[config.mk]
export PLATFORM = sky130hd
export DESIGN_NAME = serial_rx_brk
export DESIGN_NICKNAME = d
export VERILOG_FILES = /design/src/rtl/serial_rx_pkg.sv /design/src/rtl/srx_baud.sv /design/src/rtl/srx_core.sv /design/src/rtl/serial_rx_brk.sv
export SDC_FILE = /design/constraint.sdc
export NUM_CORES = 1
export LEC_CHECK = 0
export BUFFER_PORTS_ARGS = -buffer_cell sky130_fd_sc_hd__buf_4
export CAP_MARGIN = 20
export CORE_MARGIN = 4
export CORE_UTILIZATION = 55
export CTS_CLUSTER_DIAMETER = 80
export CTS_CLUSTER_SIZE = 10
export DETAILED_ROUTE_END_ITERATION = 6
export PLACE_DENSITY = 0.8
export SETUP_SLACK_MARGIN = 0.02
export SKIP_CTS_REPAIR_TIMING = 1
export SYNTH_ARGS = -nofsm -noshare
export SYNTH_HDL_FRONTEND = slang
export SYNTH_HIERARCHICAL = 1
export SYNTH_SLANG_ARGS = --single-unit
[constraint.sdc]
create_clock -name clk -period 7.3 [get_ports clk]
set_input_delay 0.365 -clock clk [delete_from_list [all_inputs] [get_ports clk]]
set_output_delay 0.365 -clock clk [all_outputs]
set_load 0.05 [all_outputs]
[src/rtl/serial_rx_pkg.sv]
package serial_rx_pkg;

   typedef enum logic [2:0] {
      ST_IDLE,
      ST_START,
      ST_DATA,
      ST_STOP,
      ST_BRK,
      ST_WAITH
   } rx_st_e;

   // First-stage divide ratio chosen by the 2-bit select field.
   function automatic logic [3:0] pre1_ratio(input logic [1:0] sel);
      case (sel)
         2'd0:    return 4'd1;
         2'd1:    return 4'd3;
         2'd2:    return 4'd4;
         default: return 4'd13;
      endcase
   endfunction

endpackage

[src/rtl/srx_baud.sv]
module srx_baud
   import serial_rx_pkg::*;
#(
   parameter int PRE2_W = 3
) (
   input  logic              clk,
   input  logic              rst_n,
   input  logic [1:0]        pre1_sel,
   input  logic [PRE2_W-1:0] pre2_exp,
   output logic              tick_o
);

   localparam int MAX_EXP = (1 << PRE2_W) - 1;
   localparam int DIV_W   = 4 + MAX_EXP;

   if (PRE2_W < 1 || PRE2_W > 4) begin : g_bad_pre2
      $error("srx_baud: PRE2_W must be 1..4");
   end

   logic [DIV_W-1:0] limit;
   logic [DIV_W-1:0] cnt;

   always_comb begin
      limit = (DIV_W'(pre1_ratio(pre1_sel)) << pre2_exp) - 1'b1;
   end

   always_ff @(posedge clk or negedge rst_n) begin
      if (!rst_n) begin
         cnt    <= '0;
         tick_o <= 1'b0;
      end else if (cnt >= limit) begin
         cnt    <= '0;
         tick_o <= 1'b1;
      end else begin
         cnt    <= cnt + 1'b1;
         tick_o <= 1'b0;
      end
   end

   // with a divide ratio above one, ticks never come back to back
   p_tick_spacing_r4: assert property (@(posedge clk) disable iff (!rst_n)
      (tick_o && limit != '0) |=> !tick_o);

endmodule

[src/rtl/srx_core.sv]
module srx_core
   import serial_rx_pkg::*;
#(
   parameter int DATA_W    = 8,
   parameter int OVS       = 16,
   parameter int THR_SHORT = 13,
   parameter int THR_LONG  = 14,
   parameter bit VOTE3     = 1'b1
) (
   input  logic              clk,
   input  logic              rst_n,
   input  logic              tick_i,
   input  logic              rx_s,
   input  logic              brk_en_i,
   input  logic              long_sel_i,
   output logic              strobe_o,
   output logic              ferr_set_o,
   output logic              brk_set_o,
   output logic [DATA_W-1:0] data_o
);

   localparam int SC_W   = $clog2(OVS);
   localparam int MID    = OVS / 2;
   localparam int RUN_W  = $clog2(THR_LONG + 1);
   localparam int IDX_W  = $clog2(DATA_W);
   localparam logic [SC_W-1:0]  SC_LAST  = SC_W'(OVS - 1);
   localparam logic [SC_W-1:0]  SC_V0    = SC_W'(MID - 1);
   localparam logic [SC_W-1:0]  SC_V1    = SC_W'(MID);
   localparam logic [SC_W-1:0]  SC_V2    = SC_W'(MID + 1);
   localparam logic [IDX_W-1:0] IDX_LAST = IDX_W'(DATA_W - 1);

   if (OVS < 8 || (OVS & (OVS - 1)) != 0) begin : g_bad_ovs
      $error("srx_core: OVS must be a power of two, at least 8");
   end
   if (DATA_W < 2) begin : g_bad_width
      $error("srx_core: DATA_W must be at least 2");
   end
   if (THR_SHORT <= DATA_W + 2 || THR_LONG < THR_SHORT) begin : g_bad_thr
      $error("srx_core: thresholds must exceed a full zero character");
   end

   rx_st_e            st;
   logic [SC_W-1:0]   sc;
   logic [2:0]        vote;
   logic [IDX_W-1:0]  bit_idx;
   logic [RUN_W-1:0]  run_cnt;
   logic [RUN_W-1:0]  run_next;
   logic [RUN_W-1:0]  thr;
   logic              alive;
   logic              bit_val;
   logic              end_bit;
   logic              take;
   logic [DATA_W-1:0] shreg;
   logic [DATA_W-1:0] data_q;

   if (VOTE3) begin : g_vote3
      assign bit_val = (vote[0] & vote[1]) | (vote[0] & vote[2]) | (vote[1] & vote[2]);
   end else begin : g_vote1
      assign bit_val = vote[1];
   end

   always_comb begin
      end_bit  = tick_i && (sc == SC_LAST);
      run_next = run_cnt + 1'b1;
      thr      = long_sel_i ? RUN_W'(THR_LONG) : RUN_W'(THR_SHORT);
      take     = end_bit && (st == ST_STOP) && bit_val;
   end

   always_ff @(posedge clk or negedge rst_n) begin
      if (!rst_n) begin
         st         <= ST_IDLE;
         sc         <= '0;
         vote       <= '1;
         bit_idx    <= '0;
         run_cnt    <= '0;
         alive      <= 1'b0;
         strobe_o   <= 1'b0;
         ferr_set_o <= 1'b0;
         brk_set_o  <= 1'b0;
      end else begin
         strobe_o   <= 1'b0;
         ferr_set_o <= 1'b0;
         brk_set_o  <= 1'b0;
         if (tick_i) begin
            case (st)
               ST_IDLE: begin
                  if (!rx_s) begin
                     st      <= ST_START;
                     sc      <= '0;
                     alive   <= 1'b1;
                     run_cnt <= '0;
                  end
               end
               ST_WAITH: begin
                  if (rx_s) st <= ST_IDLE;
               end
               default: begin
                  sc <= sc + 1'b1;
                  if (sc == SC_V0) vote[0] <= rx_s;
                  if (sc == SC_V1) vote[1] <= rx_s;
                  if (sc == SC_V2) vote[2] <= rx_s;
                  if (sc == SC_LAST) begin
                     case (st)
                        ST_START: begin
                           if (bit_val) begin
                              st <= ST_IDLE;
                           end else begin
                              st      <= ST_DATA;
                              bit_idx <= '0;
                              run_cnt <= RUN_W'(1);
                           end
                        end
                        ST_DATA: begin
                           bit_idx <= bit_idx + 1'b1;
                           if (bit_val) alive <= 1'b0;
                           else if (alive) run_cnt <= run_next;
                           if (bit_idx == IDX_LAST) st <= ST_STOP;
                        end
                        ST_STOP: begin
                           if (bit_val) begin
                              strobe_o <= 1'b1;
                              st       <= ST_IDLE;
                           end else if (brk_en_i && alive) begin
                              run_cnt <= run_next;
                              if (run_next >= thr) begin
                                 brk_set_o <= 1'b1;
                                 st        <= ST_WAITH;
                              end else begin
                                 st <= ST_BRK;
                              end
                           end else begin
                              ferr_set_o <= 1'b1;
                              st         <= ST_WAITH;
                           end
                        end
                        ST_BRK: begin
                           if (bit_val) begin
                              ferr_set_o <= 1'b1;
                              st         <= ST_IDLE;
                           end else begin
                              run_cnt <= run_next;
                              if (run_next >= thr) begin
                                 brk_set_o <= 1'b1;
                                 st        <= ST_WAITH;
                              end
                           end
                        end
                        default: st <= ST_IDLE;
                     endcase
                  end
               end
            endcase
         end
      end
   end

   // Character storage is deliberately left out of reset.
   always_ff @(posedge clk) begin
      if (end_bit && st == ST_DATA) shreg <= {bit_val, shreg[DATA_W-1:1]};
      if (take) data_q <= shreg;
   end

   assign data_o = data_q;

   // leaving the wait state needs a high line sample
   p_wait_high_r9: assert property (@(posedge clk) disable iff (!rst_n)
      (st == ST_IDLE && $past(st) == ST_WAITH) |-> $past(rx_s));

   // a character strobe only follows a sample tick
   p_strobe_on_tick_r2: assert property (@(posedge clk) disable iff (!rst_n)
      strobe_o |-> $past(tick_i));

endmodule

[src/rtl/serial_rx_brk.sv]
module serial_rx_brk
   import serial_rx_pkg::*;
#(
   parameter int OVS         = 16,
   parameter int THR_SHORT   = 13,
   parameter int THR_LONG    = 14,
   parameter bit VOTE3       = 1'b1,
   parameter int SYNC_STAGES = 2
) (
   input  logic       clk,
   input  logic       rst_n,
   input  logic [1:0] bus_addr,
   input  logic       bus_we,
   input  logic [7:0] bus_wdata,
   output logic [7:0] bus_rdata,
   input  logic       rx_i,
   output logic       rx_strobe,
   output logic       frame_err,
   output logic       brk_det,
   output logic [7:0] tx_hold
);

   localparam int         PRE2_W    = 3;
   localparam logic [1:0] A_DATA    = 2'd0;
   localparam logic [1:0] A_CTRL    = 2'd1;
   localparam logic [1:0] A_STAT    = 2'd2;
   localparam logic [7:0] CTRL_MASK = 8'hF7;

   if (SYNC_STAGES < 2) begin : g_bad_sync
      $error("serial_rx_brk: SYNC_STAGES must be at least 2");
   end

   logic [SYNC_STAGES-1:0] sync_q;
   logic [7:0]             ctrl_q;
   logic [7:0]             tx_q;
   logic [7:0]             rx_byte;
   logic                   ferr_q;
   logic                   brk_q;
   logic                   tick;
   logic                   ferr_set;
   logic                   brk_set;
   logic                   stat_wr;

   always_ff @(posedge clk or negedge rst_n) begin
      if (!rst_n) sync_q <= '1;
      else        sync_q <= {sync_q[SYNC_STAGES-2:0], rx_i};
   end

   srx_baud #(
      .PRE2_W (PRE2_W)
   ) u_baud (
      .clk      (clk),
      .rst_n    (rst_n),
      .pre1_sel (ctrl_q[5:4]),
      .pre2_exp (ctrl_q[2:0]),
      .tick_o   (tick)
   );

   srx_core #(
      .DATA_W    (8),
      .OVS       (OVS),
      .THR_SHORT (THR_SHORT),
      .THR_LONG  (THR_LONG),
      .VOTE3     (VOTE3)
   ) u_core (
      .clk        (clk),
      .rst_n      (rst_n),
      .tick_i     (tick),
      .rx_s       (sync_q[SYNC_STAGES-1]),
      .brk_en_i   (ctrl_q[7]),
      .long_sel_i (ctrl_q[6]),
      .strobe_o   (rx_strobe),
      .ferr_set_o (ferr_set),
      .brk_set_o  (brk_set),
      .data_o     (rx_byte)
   );

   assign stat_wr = bus_we && (bus_addr == A_STAT);

   always_ff @(posedge clk or negedge rst_n) begin
      if (!rst_n) begin
         ctrl_q <= '0;
         ferr_q <= 1'b0;
         brk_q  <= 1'b0;
      end else begin
         if (bus_we && bus_addr == A_CTRL) ctrl_q <= bus_wdata & CTRL_MASK;
         if (ferr_set)                         ferr_q <= 1'b1;
         else if (stat_wr && bus_wdata[0])     ferr_q <= 1'b0;
         if (brk_set)                          brk_q  <= 1'b1;
         else if (stat_wr && bus_wdata[1])     brk_q  <= 1'b0;
      end
   end

   // Transmit holding byte survives reset.
   always_ff @(posedge clk) begin
      if (bus_we && bus_addr == A_DATA) tx_q <= bus_wdata;
   end

   always_comb begin
      case (bus_addr)
         A_DATA:  bus_rdata = rx_byte;
         A_CTRL:  bus_rdata = ctrl_q;
         A_STAT:  bus_rdata = {6'b0, brk_q, ferr_q};
         default: bus_rdata = 8'h00;
      endcase
   end

   assign frame_err = ferr_q;
   assign brk_det   = brk_q;
   assign tx_hold   = tx_q;

   // a break can only be reported with detection enabled
   p_brk_needs_enable_r5: assert property (@(posedge clk) disable iff (!rst_n)
      brk_set |-> $past(ctrl_q[7]));

   // the break flag holds until a one is written to its bit
   p_brk_sticky_r10: assert property (@(posedge clk) disable iff (!rst_n)
      (brk_q && !(stat_wr && bus_wdata[1])) |=> brk_q);

   // the framing flag holds until a one is written to its bit
   p_ferr_sticky_r10: assert property (@(posedge clk) disable iff (!rst_n)
      (ferr_q && !(stat_wr && bus_wdata[0])) |=> ferr_q);

endmodule

# [Word-level counts from Yosys, hierarchy flattened]
# Index checks and enable logic that the tools add are counted.
[classes] multipliers=0 magnitude_cmp=2 reduce_logical=30 eq_ne=25 n_bitwise=7 div_mod_pow=0 shifts=1 addsub=5 n_mux=58
[op_table] op="$mux 4" n=8
[op_table] op="$mux 1" n=28
[op_table] op="$mux 3" n=8
[op_table] op="$pmux 8 s3" n=1
[op_table] op="$pmux 4 s2" n=2
[op_table] op="$pmux 4 s4" n=1
[op_table] op="$ne 3x3->1 const B" n=5
[op_table] op="$eq 4x4->1 const B" n=3
[op_table] op="$pmux 3 s2" n=2
[op_table] op="$pmux 3 s4" n=1
[op_table] op="$pmux 4 s3" n=1
[op_table] op="$reduce_and 3->1" n=4
[op_table] op="$reduce_and 6->1" n=2
[op_table] op="$reduce_bool 2->1" n=6
[op_table] op="$add 11x1->11 const B" n=1
[op_table] op="$ge 11x11->1" n=1
[op_table] op="$mux 11" n=1
[op_table] op="$reduce_and 11->1" n=1
[op_table] op="$shl 4x3->11" n=1
[op_table] op="$sub 11x1->11 const B" n=1
[op_table] op="$logic_and 1x1->1" n=10
[op_table] op="$eq 3x3->1 const B" n=3
[op_table] op="$add 4x1->4 const B" n=2
[op_table] op="$eq 3x2->1 const B" n=2
[op_table] op="21 further kinds" n=33
[totals] mem_bits_rw=0 memories=0 latch_bits=0 regBits=68 rom_bits=0 inputBits=14

# [Depth between registers and ports, before layout]
# Gate-level depths: netlist of run 1.
[logic_depth] depth_word=9 mapped_depth=15 ltp_nobuf=13

# [By module]
# The synthesis of run 1 kept the hierarchy.
[modules_own_cells] mod="srx_core" cells_per_inst=172 n_inst=1 area_per_inst_um2=1906.8
[modules_own_cells] mod="srx_baud" cells_per_inst=156 n_inst=1 area_per_inst_um2=1256.2
[modules_own_cells] mod="serial_rx_brk" cells_per_inst=50 n_inst=1 area_per_inst_um2=795.8

# [Worst setup path after synthesis of run 1]
# OpenSTA, ideal clock, no wires.
[synth_timing] path_type="flip-flop to flip-flop" startpoint="reg ctrl_q[0]" endpoint="reg u_baud.cnt[3]" period_less_slack_ps=3086 stages_incl_launch_ff=14 arrival_time_ps=2991 path_slack_ps=4214 setup_time_ps=94 cell_sequence="dfrtp_1 > buf_2 > buf_2 > or4_1 > ha_1 > buf_2 > o211a_1 > nor4b_2 > ha_1 > a21o_1 > a31oi_1 > o21bai_1 > buf_2 > a211oi_1"
[synth_between] elab_chain_len=4
[synth_rtl] item="start, declared" line_no="serial_rx_brk.sv:34" rtl="logic [7:0] ctrl_q;"
[synth_rtl] item="start signal, assigned" line_no="serial_rx_brk.sv:86" rtl="if (bus_we && bus_addr == A_CTRL) ctrl_q <= bus_wdata & CTRL_MASK;"
[synth_rtl] item="$shl 4x3->11" line_no="srx_baud.sv:24" rtl="limit = (DIV_W'(pre1_ratio(pre1_sel)) << pre2_exp) - 1'b1;"
[synth_rtl] item="$sub 11x1->11" line_no="srx_baud.sv:24"
[synth_rtl] item="$ge 11x11->1" line_no="srx_baud.sv:31" rtl="end else if (cnt >= limit) begin"
[synth_rtl] item="$mux 11" line_no="srx_baud.sv:31"
[synth_rtl] item="end signal, assigned" line_no="srx_baud.sv:35" rtl="cnt <= cnt + 1'b1;"
[synth_rtl] item="end, declared" line_no="srx_baud.sv:21" rtl="logic [DIV_W-1:0] cnt;"
# Every way passes these cells.
# A chain may end at the register's enable or synchronous reset.

# [Final worst setup path of run 1]
[layout_timing] startpoint="reg ctrl_q[5]" endpoint="reg u_baud.cnt[0]"
[layout_between] elab_chain_len=6 elab_cells_between_ends=8 classes_between="1 x add/sub; 1 x order compare; 2 x eq/ne; 1 x shift; 2 x mux; 1 x reduce/logical"
[layout_rtl] item="$eq 2x2->1, or another cell as far along" line_no="serial_rx_pkg.sv:14" rtl="case (sel)"
[layout_rtl] item="$pmux 4 s3 *" line_no="serial_rx_pkg.sv:14"
[layout_rtl] item="$shl 4x3->11 *" line_no="srx_baud.sv:24"
[layout_rtl] item="$sub 11x1->11 *" line_no="srx_baud.sv:24"
[layout_rtl] item="$ge 11x11->1 *" line_no="srx_baud.sv:31"
[layout_rtl] item="$mux 11 *" line_no="srx_baud.sv:31"
# Every way passes the cells marked *; elsewhere a longest branch is shown, timed or not.

==> metrics.sh, run 1 <==
TOTALWIRELENGTH_MM=7.73
CLK-INSERTION-DELAY-LATE_NS=0.34
WORST_SLEW_PIN_TRAN_NS=0.867
LAYOUT.CELLS.MOST_COMMON='dfrtp_1'
ROUTED_WIRE_LENGTH_PER_INSTANCE_UM=15.3
FINAL_ANTENNA_NET_COUNT=0
SYNTH_XOR_XNOR_AREA_SHARE=0.0177
SETUP_TNS_NS=0
GRT_UTIL_ALL_LAYERS=0.193
GR_UTIL_MET3=0.0544
GRTUSAGEMET2=0.301
FINAL_LAYOUT_SIZE_SUFFIX_GT1_FRAC=0.194
HTREE_LEVELS=3
FINALNETCOUNT=438
POWER.IR.VDD_WORST_uV=117
GRT_MAX_DEGREE=45
COMBINATIONAL_FAMILY_WITH_THE_MOST_AREA_AFTER_SYNTHESIS='compound AO/OA/AOI/OAI gates'
DOMINANT_DELAY_CONTRIBUTOR_BY_CELL_FAMILY_ON_THE_CRITICAL_PATH='compound AO/OA/AOI/OAI gates'
POST_DRT_VIA_CELL_RATIO=5.94
DIEWIDTH_UM=92.8
SYNTHESIS.NETS=413
GR-TOTAL-OVERFLOW=0
MIN_PERIOD_OVER_PERIOD=0.521
CRITICAL-PATH-SLOWEST-CELL='o21bai_1'
FMAX_MHz=263
AREA_GROWTH_SYN_TO_LAYOUT_PCT=11.4
CP_DATA_REQUIRED_TIME_NS=7.47
SYNTHFLOPTYPE='dfrtp_1'
WHS_NS=0.00192
FINAL-SETUP-VIOL-COUNT=0
GRT_BUSIEST_LAYER='met2'
SYNTH-SEQ-CELLS=68
GLOBALPLACE.CONGESTION=0.824
YOSYS.AREA_SHARE.ADDER=0.0664
CLK_PATH_BUF_DEPTH=2
SYNTH_WARN=6
WORST-SETUP-PATH-TYPE='register to register'
CTS.SINKS=68
ROWS=30
POWER.DENSITY_nW_PER_UM2=284
SYNTH_AREA_PER_CELL_UM2=10.5
FIRSTDRTPASSITERS=4
SYNTH_AREA_IN_SIMPLE_GATES=0.171
VIA_COUNT=2995
ASYNC_RESET_FF_FRAC=0.647
TIMING.SLEW.HEADROOM=0.421
CP.ARRIVAL_NS=3.97
TIMING.HOLD.WORST.CLASS='input port to asynchronous set/reset pin'
R2R-START='ctrl_q[5]$_DFFE_PN0P_'
UTILIZATION=0.638
HOLD_VIOLATIONS=0
INSERTEDDIODECOUNT=0
SYNTH.LIB_CELLS_USED.DISTINCT=71
CRIT_CHAIN='nor2b_1 -> or4_1 -> ha_1 -> nor2_1 -> o21ai_0 -> a41oi_1 -> o21ai_0 -> ha_1 -> nand4_1 -> o21bai_1 -> a211oi_1'
SYN-INSTANCE-COUNT=378
YS_SEQ_AREA_FRAC=0.462
SYNTH-EDFF-COUNT=24
DRT-INITIAL-DRC-COUNT=175
FLOORPLAN.IO_PINS=33
SYN-CELL-AREA_UM2=3960
LAYOUT_MIN_CYCLE_TIME_NS=3.80
FINAL-MAX-SLEW-VIOLATION-COUNT=0
RUN_STATUS='finished clean'
CRITPATHLAUNCHTYPE='register'
CP-STARTPOINT='ctrl_q[5]$_DFFE_PN0P_'
CLKSLEWWORSTSETUPHOLDPATHS_NS=0.08
NUMBER_OF_INPUT_AND_OUTPUT_PORT_BUFFERS_INSERTED=32
TRITONCTS='done'
CRIT_FANOUT=20
DESIGN.CORE.AREA_UM2=6910
WORSTSETUPENDPOINTTYPE='register'
DIE-HEIGHT_UM=92.8
P_LEAK_uW=0.00187
NUMCTSBUFFERS=9
SYNTH_COMPOUND_AREA_FRAC=0.180
HPWL_MM=5.40
INITIAL_CORE_UTIL=0.573
DRV.MAX_CAP_VIOLATION_COUNT=0
DIE_AREA_UM2=8620
ANTENNA_FOUND_INITIAL=0
COMMONEST_CELLS_AFTER_ROUTING_FILL_AND_TAPS_ASIDE='dfrtp_1, buf_4, nand2_1, nor2_1, edfxtp_1'
FINCLKSKEW_NS=0.00970
FIRST_GLOBAL_VIAS=2859
DRCVIOLATIONCOUNT=0
SYNTHMUXAREASHARE=0.0566
RSZ_0062_RAISED_AFTER_GLOBAL_ROUTING='false'
GLOBALROUTEMET1UTIL=0.257
DELAY_CONTRIBUTED_BY_THE_SLOWEST_STAGE_OF_THE_CRITICAL_PATH_NS=0.69
WORST-PATH-BUF-INV=0
GRT_PASS1_WL_MM=13.4
ROOT_BUFFER='clkbuf_8'
synth_stat cells, drive strengths merged (3+ instances only):
cell type	instances	share of area
o31a	3	0.0066
nand4b	4	0.0088
buf	16	0.027
mux2i	10	0.025
nand4	4	0.0063
a31oi	3	0.0047
nor2b	9	0.014
o2111ai	3	0.0066
nand3	11	0.015
dfstp	5	0.033
nor3	12	0.019
xnor2	7	0.015
nand2b	4	0.0063
mux2	11	0.031
nand2	28	0.027
dfrtp	39	0.25
o21a	3	0.0057
ha	21	0.066
inv	15	0.015
o21ai	24	0.032
a211oi	8	0.015
nor4	3	0.0047
o211ai	5	0.0095
edfxtp	24	0.18
and3	3	0.0047
a21oi	20	0.026
clkbuf	4	0.0041
nor3b	3	0.0057
or3	4	0.0063
a21o	10	0.019
nand3b	3	0.0088
nor2	25	0.024
stage by stage:
stage / instance area [µm²] / instances / setup slack, ns / power, µW
after global placement: 4190 / 486 / 3.70 / 924
after global routing: 4410 / 504 / 3.17 / 1350
final: 4410 / 504 / 3.50 / 1250
after CTS: 4400 / 502 / 3.58 / 1260
after floorplan: 3960 / 378 / 4.21 / 859
after detailed placement: 4190 / 486 / 3.60 / 939
kinds of logic after synthesis:
group / after synthesis
XOR/XNOR: 8
flip-flops: 68
adder cells (fa/ha/maj): 21
buffers and inverters: 35
multiplexers: 21
AND/OR/NAND/NOR: 122
AO/OA/AOI/OAI: 103
area by class of cell:
class | instances | area [µm²]
tap | 96 | 120
timing repair buffer | 34 | 250
clock buffer | 9 | 124
sequential | 68 | 1830
multi-input combinational | 275 | 1950
inverter | 15 | 58.8
fill | 559 | 2500
clock inverter | 7 | 81.3
state kept, by name, summed over array words and instances, names as in the netlist:
| signal | cells |
|---|---|
| sync_q | 2 |
| u_core/strobe_o | 1 |
| u_core/shreg | 8 |
| u_core/data_o | 8 |
| brk_det | 1 |
| frame_err | 1 |
| ctrl_q | 7 |
| u_core/run_cnt | 4 |
| tx_hold | 8 |
| u_baud/cnt | 11 |
| u_core/sc | 4 |
| u_core/bit_idx | 3 |
| u_core/brk_set_o | 1 |
| u_core/vote | 3 |
| u_core/ferr_set_o | 1 |
| u_core/st | 3 |
| u_baud/tick_o | 1 |
| u_core/alive | 1 |
layer usage:
| metal | up-vias | share of wire |
|---|---|---|
| met5 | - | 0 |
| met4 | 0 | 0.0088 |
| met3 | 10 | 0.049 |
| met2 | 96 | 0.49 |
| met1 | 1427 | 0.46 |
| li1 | 1462 | - |
worst paths after layout:
path / to / slack, ns / cells after the start
max: u_baud/cnt[0]$_DFF_PN0_ / 3.50 / 11
min: u_baud/cnt[8]$_DFF_PN0_ / 0.002 / 1
max reg2reg: u_baud/cnt[0]$_DFF_PN0_ / 3.50 / 11
min reg2reg: sync_q[1]$_DFF_PN1_ / 0.36 / 0
max in group asynchronous: u_core/st[2]$_DFFE_PN0P_ / 6.90 / 1
min in group clk: sync_q[0]$_DFF_PN1_ / 0.13 / 1
worst reg2reg max path, cell delays in order, from the launching register on:
cell and delay, ns:
dfrtp_1 0.60, nor2b_1 0.26, or4_1 0.46, ha_1 0.36
nor2_1 0.25, o21ai_0 0.12, a41oi_1 0.21, o21ai_0 0.11
ha_1 0.32, nand4_1 0.09, o21bai_1 0.69, a211oi_1 0.17
report_power, final:
| group | switching, µW | internal (µW) | leakage [µW] |
|---|---|---|---|
| Clock | 153 | 162 | 0.000101 |
| Combinational | 230 | 167 | 0.000999 |
| Sequential | 92.7 | 447 | 0.000774 |
| Total | 476 | 776 | 0.00187 |
(Power assumes the default switching activity.)
==> run 2, diff against run 1 <==
--- a/config.mk
+++ b/config.mk
@@ -5,14 +5,15 @@
 export SDC_FILE = /design/constraint.sdc
 export NUM_CORES = 1
 export LEC_CHECK = 0
+export ABC_AREA = 1
 export BUFFER_PORTS_ARGS = -buffer_cell sky130_fd_sc_hd__buf_4
 export CAP_MARGIN = 20
 export CORE_MARGIN = 4
-export CORE_UTILIZATION = 55
+export CORE_UTILIZATION = 54
 export CTS_CLUSTER_DIAMETER = 80
 export CTS_CLUSTER_SIZE = 10
 export DETAILED_ROUTE_END_ITERATION = 6
-export PLACE_DENSITY = 0.8
+export PLACE_DENSITY = 0.82
 export SETUP_SLACK_MARGIN = 0.02
 export SKIP_CTS_REPAIR_TIMING = 1
 export SYNTH_ARGS = -nofsm -noshare
==> constraint.sdc (replaced) <==
create_clock -name clk -period 3.4 [get_ports clk]
set_input_delay 0.17 -clock clk [delete_from_list [all_inputs] [get_ports clk]]
set_output_delay 0.17 -clock clk [all_outputs]
set_load 0.05 [all_outputs]
==> run 2 against run 1 <==
Compared with the run above:
- synthesized cell count rose by 26%
- critical path type unchanged
- global-route usage rose by 1.7 points
- largest power group is now combinational cells
- final cell count rose by 24%
==> metrics.sh, run 2 <==
RUN_STATUS='finished clean'
DIE_AREA_UM2=8820
LAYOUT.CELLS.MOST_COMMON='nand2_1'
P_LEAK_uW=0.00224
ASYNC_RESET_FF_FRAC=0.647
POST_SYNTH_MOST_FREQUENT_CELLS='nand2_1, inv_1, dfrtp_1'
DETAILEDPLACE.WORSTSLACK_NS=0.503
POST-ROUTE-WORST-SETUP-SLACK_NS=0.448
SYN-INSTANCE-COUNT=478
INITIAL_CORE_UTIL=0.553
TIMING.SLEW.HEADROOM=0.570
ANTENNA_FOUND_INITIAL=0
WORST-SETUP-PATH-TYPE='register to register'
LARGEST_REGISTER_FF_COUNT=11
GLOBALPLACE.CONGESTION=0.890
FF2FF_SETUP_SLACK_NS=0.45
ROUTED_WIRE_LENGTH_PER_INSTANCE_UM=13.6
FINAL_ANTENNA_NET_COUNT=0
SYNTHFLOPTYPE='dfrtp_1'
CLKSLEWWORSTSETUPHOLDPATHS_NS=0.08
SYNTHESIS.NETS=513
GRT_MAX_DEGREE=45
SYN-CELL-AREA_UM2=3990
DIE-HEIGHT_UM=93.9
POST_DRT_VIA_CELL_RATIO=5.31
VIA_COUNT=3327
NUMCTSBUFFERS=9
FMAX_MHz=339
UTILIZATION=0.644
LAUNCH_POINT_OF_THE_WORST_HOLD_PATH='bus_wdata[4]'
SETUP_TNS_NS=0
POWER_FRAC_CLOCK=0.281
TIMING.HOLD.WORST.CLASS='input port to register'
TRITONCTS='done'
ROWS=31
CTS.SINKS=68
FINAL_LAYOUT_SIZE_SUFFIX_GT1_FRAC=0.203
CRIT_FANOUT=12
POWER.IR.VDD_WORST_uV=497
SYNTH.LIB_CELLS_USED.DISTINCT=35
WORST_SLEW_PIN_TRAN_NS=0.642
WORSTSETUPENDPOINTTYPE='register'
FINCLKSKEW_NS=0.0101
YOSYSMOSTFREQUENTCELL='nand2_1'
LARGEST_REGISTER='u_baud/cnt'
SYNTH-EDFF-COUNT=24
FIRST_GLOBAL_VIAS=3284
COMMONEST_CELLS_AFTER_ROUTING_FILL_AND_TAPS_ASIDE='nand2_1, inv_1, dfrtp_1, nor2_1, buf_4'
NETLIST.AREA_LEADER.SHARE=0.245
WHS_NS=0.0124
DRCVIOLATIONCOUNT=0
RSZ_0062_RAISED_AFTER_GLOBAL_ROUTING='false'
POWER.DENSITY_nW_PER_UM2=682
R2R-START='ctrl_q[4]$_DFFE_PN0P_'
FLOORPLAN.IO_PINS=33
HPWL_MM=6.20
CP-STARTPOINT='ctrl_q[4]$_DFFE_PN0P_'
GR-TOTAL-OVERFLOW=0
YS_SEQ_AREA_FRAC=0.458
POST_SYNTH_MAIN_AREA_CONTRIBUTORS='dfrtp_1, edfxtp_1, nand2_1'
SYNTH-SEQ-CELLS=68
LAYOUT_MIN_CYCLE_TIME_NS=2.95
GRT_PASS1_WL_MM=14.7
SYNTHDOMINANTAREACELLTYPE='dfrtp_1'
TOTALWIRELENGTH_MM=8.51
GRT_UTIL_ALL_LAYERS=0.209
FIRSTDRTPASSITERS=5
FINAL-MAX-SLEW-VIOLATION-COUNT=0
HTREE_LEVELS=3
FINALNETCOUNT=558
INSERTEDDIODECOUNT=0
CRITPATHLAUNCHTYPE='register'
MIN_PERIOD_OVER_PERIOD=0.868
DRT-INITIAL-DRC-COUNT=248
SYNTH_AREA_PER_CELL_UM2=8.34
DIEWIDTH_UM=93.9
FILL_CELLS=594
P_SWITCHING_uW=1260
POWER_REPORT.INTERNAL_TOTAL_uW=1920
FINAL-SETUP-VIOL-COUNT=0
CLK-INSERTION-DELAY-LATE_NS=0.35
HOLD_VIOLATIONS=0
NUMBER_OF_INPUT_AND_OUTPUT_PORT_BUFFERS_INSERTED=32
AREA_GROWTH_SYN_TO_LAYOUT_PCT=16.5
POWER_SWITCHING_SHARE=0.396
SEQ_POWER_SHARE=0.355
LOGIC_GATE_SHARE_OF_TOTAL_POWER=0.364
CP_DATA_REQUIRED_TIME_NS=3.65
DESIGN.CORE.AREA_UM2=7210
DRV.MAX_CAP_VIOLATION_COUNT=0
ROOT_BUFFER='clkbuf_8'
CLK_PATH_BUF_DEPTH=2
CP.ARRIVAL_NS=3.20
SYNTH_WARN=6
[run 2: changes by cell type in the layout (fill, tap and decap cells not counted), moves of 11 or more]
cell	delta
nand2_1	+123
inv_1	+31
nand3_1	+22
nand4_1	+15
nand2_2	+13
inv_2	+12
mux2_2	-11
[run 2: critical path, cell delays in order (launching register included)]
cell and delay, ns:
dfrtp_1 0.47, inv_1 0.13, nand2_1 0.11, nand2_2 0.11
nor2_2 0.06, nand2_2 0.09, ha_1 0.22, nand2_2 0.08
nor2_4 0.13, nand3_1 0.08, nand2_1 0.06, nand2_1 0.06
ha_1 0.30, a21oi_1 0.15, o21a_1 0.13, nand4_1 0.40
nor3_1 0.26
[run 2: metrics by stage]
step	std cells	area [µm²]	power (µW)
6_report	627	4650	3170
5_1_grt	627	4650	3410
4_1_cts	622	4600	3180
3_5_place_dp	606	4330	2270
3_3_place_gp	606	4330	2210
2_1_floorplan	478	3990	2030
[run 2: power by group through the flow]
stage | registers [µW] | logic [µW] | clock network, µW
floorplan | 1080 | 948 | 0
global placement | 1130 | 1080 | 0
detailed placement | 1130 | 1130 | 0
CTS | 1120 | 1150 | 908
global route | 1140 | 1320 | 948
finish | 1130 | 1150 | 891
[run 2: final timing paths]
path                                               end  depth (start not counted)
min in group asynchronous  u_core/ferr_set_o$_DFF_PN0_                          2
setup / recovery               u_baud/cnt[2]$_DFF_PN0_                         16
hold / removal                    tx_hold[4]$_DFFE_PP_                          1
hold reg to reg                    sync_q[1]$_DFF_PN1_                          0
setup reg to reg               u_baud/cnt[2]$_DFF_PN0_                         16
max in group asynchronous   u_core/vote[0]$_DFFE_PN1P_                          2
[run 2: cell type report]
class | instances | area [µm²] | area share
inverters | 57 | 214 | 0.0460
multi-input cells | 349 | 1910 | 0.412
well taps | 99 | 124 | 0.0267
repair buffers | 38 | 298 | 0.0641
clock buffers | 9 | 124 | 0.0267
clock inverters | 7 | 146 | 0.0315
flip-flops and latches | 68 | 1830 | 0.393
[run 2: metal layers]
layer | share of wire | up-vias | GRT usage
li1 | - | 1651 | -
met1 | 0.42 | 1572 | 0.257
met2 | 0.52 | 83 | 0.361
met3 | 0.037 | 21 | 0.0449
met4 | 0.020 | 0 | 0.0770
met5 | 0 | - | 0
[run 2: kinds of logic (layout without fill, tap and decap cells)]
kind of cell,count (synthesis),count (layout),share of synthesized area
compound gates,33,33,0.0508
xor+xnor,9,9,0.0198
fa+ha+maj,21,21,0.0659
buf+inv,61,111,0.0618
flops,68,68,0.458
simple gates,286,286,0.343
==> run 3, diff against run 2 <==
--- a/config.mk
+++ b/config.mk
@@ -5,7 +5,7 @@
 export SDC_FILE = /design/constraint.sdc
 export NUM_CORES = 1
 export LEC_CHECK = 0
-export ABC_AREA = 1
+export ABC_AREA = 0
 export BUFFER_PORTS_ARGS = -buffer_cell sky130_fd_sc_hd__buf_4
 export CAP_MARGIN = 20
 export CORE_MARGIN = 4
@@ -18,5 +18,4 @@
 export SKIP_CTS_REPAIR_TIMING = 1
 export SYNTH_ARGS = -nofsm -noshare
 export SYNTH_HDL_FRONTEND = slang
-export SYNTH_HIERARCHICAL = 1
 export SYNTH_SLANG_ARGS = --single-unit
==> run 3 against run 2 <==
Compared with the run above:
- synthesized cell count shrank 25%
- global-route usage shrank 2.2 points
- highest routed layer unchanged
- first-iteration DRC count shrank 27%
- critical path depth shrank 2
- non-clock buffer count grew 8
- via count shrank 14%
- sequential power is essentially flat
- clock power shrank 2%
- combinational power shrank 24%
- worst setup slack lost 0.15 ns
- sequential share of layout area grew 2.3 points
==> metrics.sh, run 3 <==
COMMONEST_CELLS_AFTER_ROUTING_FILL_AND_TAPS_ASIDE='buf_4, dfrtp_1, nand2_1, nor2_1, edfxtp_1'
SYNTHFLOPTYPE='dfrtp_1'
FIRST_GLOBAL_VIAS=2718
P_LEAK_uW=0.00189
GRT_PASS1_WL_MM=12.7
CLKSLEWWORSTSETUPHOLDPATHS_NS=0.07
DETAILEDPLACE.WORSTSLACK_NS=0.107
DIE-HEIGHT_UM=91.3
ROUTED_WIRE_LENGTH_PER_INSTANCE_UM=15.9
HOLD_VIOLATIONS=0
POWER.DENSITY_nW_PER_UM2=651
SYNTHESIS.NETS=392
FLOORPLAN.IO_PINS=33
CRIT_FANOUT=14
FMAX_MHz=323
FINAL-MAX-SLEW-VIOLATION-COUNT=0
INITIAL_CORE_UTIL=0.554
R2R-START='ctrl_q[0]$_DFFE_PN0P_'
POST_SYNTH_MOST_FREQUENT_CELLS='dfrtp_1, nand2_1, nor2_1'
CP-STARTPOINT='ctrl_q[0]$_DFFE_PN0P_'
WORST-PATH-BUF-INV=0
LARGEST_REGISTER='u_baud.cnt'
POST_SYNTH_MAIN_AREA_CONTRIBUTORS='dfrtp_1, edfxtp_1, ha_1'
INSERTEDDIODECOUNT=0
ANTENNA_FOUND_INITIAL=0
FF2FF_SETUP_SLACK_NS=0.30
SYNTH_WARN=0
CLK_PATH_BUF_DEPTH=2
POST_DRT_VIA_CELL_RATIO=5.97
TIMING.HOLD.WORST.CLASS='input port to register'
WORSTSETUPENDPOINTTYPE='register'
WORST_SLEW_PIN_TRAN_NS=0.871
MIN_PERIOD_OVER_PERIOD=0.911
VIA_COUNT=2873
ASYNC_RESET_FF_FRAC=0.647
WORST-SETUP-PATH-TYPE='register to register'
CLK-INSERTION-DELAY-LATE_NS=0.35
CTS.SINKS=68
FINAL-SETUP-VIOL-COUNT=0
PLACED_AREA_UM2=4050
YOSYSMOSTFREQUENTCELL='dfrtp_1'
FIRSTDRTPASSITERS=5
YS_SEQ_AREA_FRAC=0.488
CRITPATHLAUNCHTYPE='register'
LAYOUT_MIN_CYCLE_TIME_NS=3.10
CP_DATA_REQUIRED_TIME_NS=3.66
WORSTSETUPENDPOINT='u_baud.cnt[1]$_DFF_PN0_'
POST-PLACE-CELLS=458
TRITONCTS='done'
SYN-INSTANCE-COUNT=357
TIMING.SLEW.HEADROOM=0.417
FF_TO_FF_END='u_baud.cnt[1]$_DFF_PN0_'
SYNTH-SEQ-CELLS=68
TIMING.CRITICAL_PATH.DEPTH=14
HTREE_LEVELS=3
GRT_UTIL_ALL_LAYERS=0.187
NUMCTSBUFFERS=9
AREA_GROWTH_SYN_TO_LAYOUT_PCT=17.3
LARGEST_REGISTER_FF_COUNT=11
FILL_CELLS=499
RSZ_0062_RAISED_AFTER_GLOBAL_ROUTING='false'
CP.ARRIVAL_NS=3.36
CRIT_CHAIN='nand2_1 -> o21ai_0 -> nand2_1 -> ha_2 -> nor2_1 -> a22oi_1 -> o22ai_1 -> a221oi_1 -> ha_1 -> a21o_1 -> a21o_1 -> a21oi_1 -> o21ai_2 -> a21oi_1'
SETUP_TNS_NS=0
FINALNETCOUNT=431
DRCVIOLATIONCOUNT=0
DRT-INITIAL-DRC-COUNT=180
DOMINANT_DELAY_CONTRIBUTOR_BY_CELL_FAMILY_ON_THE_CRITICAL_PATH='compound AO/OA/AOI/OAI gates'
CRITICAL-PATH-SLOWEST-CELL='dfrtp_2'
GR-TOTAL-OVERFLOW=0
GLOBALPLACE.CONGESTION=0.832
POST-ROUTE-WORST-SETUP-SLACK_NS=0.301
DESIGN.CORE.AREA_UM2=6760
GRT_MAX_DEGREE=45
TOTALWIRELENGTH_MM=7.62
SYNTH-EDFF-COUNT=24
DIEWIDTH_UM=91.3
UTILIZATION=0.650
ROWS=30
FINCLKSKEW_NS=0.00628
FINAL_LAYOUT_SIZE_SUFFIX_GT1_FRAC=0.202
NETLIST.AREA_LEADER.SHARE=0.261
DIE_AREA_UM2=8330
FINAL_ANTENNA_NET_COUNT=0
SYNTH_AREA_PER_CELL_UM2=10.5
DELAY_CONTRIBUTED_BY_THE_SLOWEST_STAGE_OF_THE_CRITICAL_PATH_NS=0.51
DRV.MAX_CAP_VIOLATION_COUNT=0
HPWL_MM=5.15
ROOT_BUFFER='clkbuf_8'
SYNTH.LIB_CELLS_USED.DISTINCT=62
TIMING.REG2REG.WORST_PATH_DEPTH=14
SYN-CELL-AREA_UM2=3740
FIN_CELLS=481
POSTLAYOUTCELLAREA_UM2=4390
RUN_STATUS='finished clean'
NUMBER_OF_INPUT_AND_OUTPUT_PORT_BUFFERS_INSERTED=32
SYNTHDOMINANTAREACELLTYPE='dfrtp_1'
LAYOUT.CELLS.MOST_COMMON='buf_4'
POWER.IR.VDD_WORST_uV=539
## run 3: per-stage QoR
stage | hold slack, ns | power [µW]
finish | 0.0219 | 2860
global route | 0.00643 | 3040
CTS | -0.178 | 2850
detailed placement | 0.196 | 1970
global placement | 0.190 | 1930
floorplan | -0.126 | 1760
## run 3: logic make-up (layout without fill, tap and decap cells)
logic type,count (synthesis),count (layout),synth area share
AOI/OAI and AO/OA,83,83,0.152
and+or+nand+nor,118,118,0.157
DFF,68,68,0.488
xor gates and xnor gates,15,15,0.0351
muxes,20,20,0.0568
buffers and inverters,30,74,0.0361
adders and majority gates,23,23,0.0755
## run 3: cell type report
type,count,area (µm²),area share
sequential,68,1830,0.417
multi-input combinational,259,1790,0.409
timing repair buffer,46,358,0.0815
clock buffer,11,141,0.0322
clock inverter,5,124,0.0282
tap,80,100,0.0228
inverter,12,45.0,0.0103
## run 3: worst min path at each step
stage	cells after the start	endpoint	start	slack, ns
floorplan	0	brk_det$_DFFE_PN0P_	rst_n	-0.13
CTS	1	u_core.bit_idx[1]$_DFFE_PN0P_	rst_n	-0.18
finish	1	tx_hold[6]$_DFFE_PP_	bus_wdata[6]	0.02
detailed placement	1	u_core.bit_idx[1]$_DFFE_PN0P_	rst_n	0.20
global placement	1	u_core.bit_idx[1]$_DFFE_PN0P_	rst_n	0.19
global route	1	tx_hold[6]$_DFFE_PP_	bus_wdata[6]	0.006
## run 3: metal layers
metal  share of wire  GRT usage  vias up
met1            0.43      0.237     1383
met5               0          0        -
li1                -          -     1382
met3           0.052     0.0414       17
met2            0.50      0.321       91
met4           0.016     0.0553        0
## run 3: report_power, final
| part | internal [µW] | switching, µW |
|---|---|---|
| combinational | 375 | 503 |
| clock | 579 | 294 |
| sequential | 957 | 154 |
